===== src/rtl/synth_cfg_reg.sv =====
module synth_cfg_reg #(
  parameter int MW    = 9,
  parameter int NW    = 2,
  parameter int TW    = 3,
  parameter int M_MIN = 200,
  parameter int M_MAX = 400,
  parameter int M_RST = 200
) (
  input  logic              clk,
  input  logic              rst_n,
  input  logic              ser_din,
  input  logic              ser_clk,
  input  logic              ser_latch,
  input  logic              par_follow,
  input  logic [MW-1:0]     m_par,
  input  logic [NW-1:0]     n_par,
  output logic [MW-1:0]     m_out,
  output logic [NW-1:0]     n_out,
  output logic [(1<<NW)-1:0] ratio_out,
  output logic [TW-1:0]     test_out,
  output logic              m_range_err
);
  localparam int SRW = MW + NW + TW;
  localparam int RW  = 1 << NW;

  logic [SRW-1:0] chain;
  logic           sclk_q, slat_q;
  logic           shift_en, cap_en;
  logic [MW-1:0]  m_nxt;
  logic [NW-1:0]  n_nxt;
  logic [TW-1:0]  t_nxt;
  logic [NW-1:0]  n_exp;

  assign shift_en = ser_clk & ~sclk_q;
  assign cap_en   = ser_latch & ~slat_q;

  always_ff @(posedge clk or negedge rst_n) begin
    if (!rst_n) begin
      sclk_q <= 1'b0;
      slat_q <= 1'b0;
      chain  <= '0;
    end else begin
      sclk_q <= ser_clk;
      slat_q <= ser_latch;
      if (shift_en) chain <= {chain[SRW-2:0], ser_din};
    end
  end

  always_comb begin
    m_nxt = m_out;
    n_nxt = n_out;
    t_nxt = test_out;
    if (cap_en) begin
      m_nxt = chain[MW-1:0];
      n_nxt = chain[MW+NW-1:MW];
      t_nxt = chain[SRW-1:MW+NW];
    end else if (par_follow) begin
      m_nxt = m_par;
      n_nxt = n_par;
    end
  end

  always_ff @(posedge clk or negedge rst_n) begin
    if (!rst_n) begin
      m_out       <= MW'(M_RST);
      n_out       <= '0;
      test_out    <= '0;
      m_range_err <= (M_RST < M_MIN) || (M_RST > M_MAX);
    end else begin
      m_out       <= m_nxt;
      n_out       <= n_nxt;
      test_out    <= t_nxt;
      m_range_err <= (int'(m_nxt) < M_MIN) || (int'(m_nxt) > M_MAX);
    end
  end

  for (genvar i = 0; i < NW; i++) begin : g_rev
    assign n_exp[i] = n_out[NW-1-i];
  end

  assign ratio_out = RW'(1) << n_exp;
endmodule



===== config.mk =====
export PLATFORM = sky130hd
export DESIGN_NAME = synth_cfg_reg
export DESIGN_NICKNAME = d
export VERILOG_FILES = /design/src/rtl/synth_cfg_reg.sv
export SDC_FILE = /design/constraint.sdc
export NUM_CORES = 1
export LEC_CHECK = 0
export ABC_AREA = 1
export CORE_UTILIZATION = 30
export CTS_CLUSTER_SIZE = 14
export DETAILED_ROUTE_END_ITERATION = 12
export GPL_TIMING_DRIVEN = 0
export SLEW_MARGIN = 30
export SYNTH_ARGS = -nofsm -noshare
export SYNTH_HDL_FRONTEND = slang
export SYNTH_SLANG_ARGS = --single-unit

===== constraint.sdc =====
create_clock -name clk -period 1.7 [get_ports clk]
set_clock_uncertainty 0.05 [all_clocks]
set_input_delay 0.34 -clock clk [delete_from_list [all_inputs] [get_ports clk]]
set_output_delay 0.34 -clock clk [all_outputs]
set_load 0.005 [all_outputs]

==> impl_metrics.toml <==
[pwr]
p_int_mw = 1.40
p_switching_mw = 0.550
leakage_nw = 1.02
p_comb_share_pct = 23.8
p_clk_share_pct = 28.4
power_density_mw_per_mm2 = 996
p_seq_share_pct = 47.8
switching_share_pct = 28.2
peakVddDrop_v = 0.000367

[worst_setup_path]
cp.depth = 4
worstPathMaxFanout = 4
crit_buf_inv = 3
path_delay_family = "buffers and inverters"
r2r_end = "m_range_err$_DFF_PN0_"
slowest_delay_ps = 400
slowest_stage = "dfrtp_1"
cp.required_ps = 1310
rr_startpoint = "slat_q$_DFF_PN0_"
reg2reg_depth = 10
cp-end-kind = "primary output"
arrival_ps = 1180
ff2ff_setup_slack_ps = 360
cp-start-kind = "flip-flop"
path_class = "reg -> out"
worstPathCellList = "buf_4, inv_1, nor2_1, dlygate4sd2_1"

[logic_synthesis]
syn_inst = 175
syn_avg_cell_area_sq_um = 8.04
synth_edf_count = 0
syn-num-nets = 192
yosysTopAreaCell = "dfrtp_1"
ys_warn_count = 0
yosysTopAreaCellShare_pct = 49.8
synth-seq-cells = 31
synthFlopType = "dfrtp_1"
synth_common_cells = "nand2_1, dfrtp_1, inv_1"
ys_types = 17
synthTopCellsByArea = "dfrtp_1, nand2_1, inv_1"
syn_area_sq_mm = 0.00141
synth_most_common_cell = "nand2_1"
synth-async-reset-ratio_pct = 100
yosysSeqAreaShare_pct = 55.4

[run_status]
status = "complete, but fails checks"
failed_checks = "DRC"

[global_routing]
grt_util_all_layers_pct = 14.5
met2_usage_pct = 22.9
grt.met3_usage_pct = 4.18
grt_pass1_vias = 1210
top_usage_layer = "met2"
grt_antenna_before_repair = 0
grt_start_max_net_pins = 18
overflow = 0
grt_pass1_wl_microns = 5480
gr-usage-met1_pct = 17.8

[drt]
wl_per_cell_microns = 11.5
drt_iter0_markers = 80
vias = 1181
ant_nets = 0
drc_errors = 6
via_per_inst = 4.31
drt-total-wl_microns = 3140
first_pass_iters = 8

[timing]
hold_slack_ps = 412
hold_viol_final = 0
relSlewSlack_pct = 73.8
tightestPinTransition_ps = 392
finalCritPeriodShare_pct = 92.3
setup_ws_ps = 131
fin_crit_ps = 1570
rsz0062_at_grt = "false"
max_freq_mhz = 637
final-setup-viol-count = 0
drv_slew = 0
tns_ps = 0

[floorplan]
num_io_pins = 36
num_rows = 24
die_h_microns = 70.5
initial_core_util_pct = 31.7
core_area_sq_mm = 0.00444
dieArea_sq_mm = 0.00497
die_w_microns = 70.5

[placed_design]
dp_slack_ps = -107
hpwl_microns = 2290
gp_congestion = 0.769
port_buffers = 35

[clock_network]
clk_latency_ps = 280
cts_sinks = 31
clock_path_buffers = 2
clk_pin_slew_ps = 60
cts_tree = "built"
cts-root-buf = "clkbuf_8"
numCtsBuffers = 5
htreeDepth = 2

[worst_hold_path]
hold_path_depth = 2
holdCritStartpoint = "chain[13]$_DFFE_PN0P_"
hold_class = "reg -> reg"
min_to = "test_out[2]$_DFFE_PN0P_"

[final_layout]
n_antenna_cell = 0
drive_above_1_share_pct = 12.2
syn_to_final_growth_pct = 39.1
nets = 238
finish.utilization_pct = 44.1

[run]
cap_viol_max_count = 0
[layout make-up]
class / count / area [sq um]
fillers: 460 / 2490
flip-flops and latches: 31 / 781
multi-input cells: 110 / 479
repair buffers: 39 / 404
inverters: 28 / 105
clock buffers: 8 / 80.1
well taps: 52 / 65.1
plain buffers: 6 / 43.8
[sequential cells by signal (all words and copies together), names as in the netlist]
| register | flops |
|---|---|
| n_out | 2 |
| slat_q | 1 |
| chain | 14 |
| test_out | 3 |
| m_range_err | 1 |
| m_out | 9 |
| sclk_q | 1 |
[placed cells by master (no fill, tap or decap)]
cell type        Yosys  layout
buf_4                1       3
dlymetal6s2s_1       0       4
buf_16               0       1
o21ai_2              1       1
o21ai_0             14      14
nand2_2              5       5
dfrtp_2              0       1
nor2_1              11      11
dfstp_2              3       3
clkbuf_1             1       4
dlygate4sd3_1        0       1
nand3_1             11      11
o221ai_1             2       2
inv_1               26      26
nand2_1             63      63
clkbuf_8             0       5
buf_2                2       3
dfrtp_1             28      27
dlygate4sd2_1        0       3
a21oi_1              2       2
buf_6                2       2
inv_2                2       2
clkdlybuf4s50_1      0      27
a21oi_2              1       1
[how the worst max path moves through the flow]
stage / startpoint / endpoint / slack [ps]
after floorplan: slat_q$_DFF_PN0_ / m_range_err$_DFF_PN0_ / 530
after global placement: rst_n / m_out[1]$_DFF_PN0_ / -410
after detailed placement: ser_latch / m_range_err$_DFF_PN0_ / -110
after CTS: m_out[6]$_DFF_PN1_ / m_out[6] / 6
after global routing: n_out[0]$_DFFE_PN0P_ / ratio_out[2] / 50
final: n_out[0]$_DFFE_PN0P_ / ratio_out[2] / 130
[worst min-delay path: cells and delay by family (launching register included)]
family / cells / cell delay, ps
flip-flops: 1 / 340
AND/OR/NAND/NOR: 2 / 90
[power groups by stage]
stage               clock network, mW  registers, mW  logic [mW]
global route                    0.603          0.949       0.528
CTS                             0.569          0.934       0.471
finish                          0.555          0.933       0.463
global placement                    0          0.944       0.454
floorplan                           0          0.943       0.214
detailed placement                  0          0.948       0.466
[logic make-up (layout without fill, tap and decap cells)]
family                 Yosys count  count (layout)  synth area share (%)
AO/OA/AOI/OAI                   20              20                  8.18
buffers and inverters           34              81                  10.6
flip-flops                      31              31                  55.4
AND/OR/NAND/NOR                 90              90                  25.9
[metal layers]
| metal | up-vias | wire [microns] |
|---|---|---|
| met1 | 521 | 1420 |
| met2 | 33 | 1460 |
| met3 | 5 | 204 |
| met4 | 0 | 53 |
| li1 | 622 | - |
| met5 | - | 0 |
[stage by stage]
step / power [mW] / cell area, sq um / instances
after floorplan: 1.16 / 1410 / 175
after global placement: 1.40 / 1820 / 262
after detailed placement: 1.41 / 1850 / 263
after CTS: 1.97 / 1940 / 273
after global routing: 2.08 / 1960 / 274
final: 1.95 / 1960 / 274
[repair_timing]
| action | in CTS | in global routing |
|---|---|---|
| cloned | 0 | 0 |
| hold buffers | 1 | 0 |
| setup buffers | 1 | 1 |
| hold endpoints to repair | 13 | 0 |
| resized for setup | 3 | 5 |
| pin swaps | 0 | 0 |
| endpoints found under the setup margin | 4 | 4 |
(Power assumes the default switching activity.)
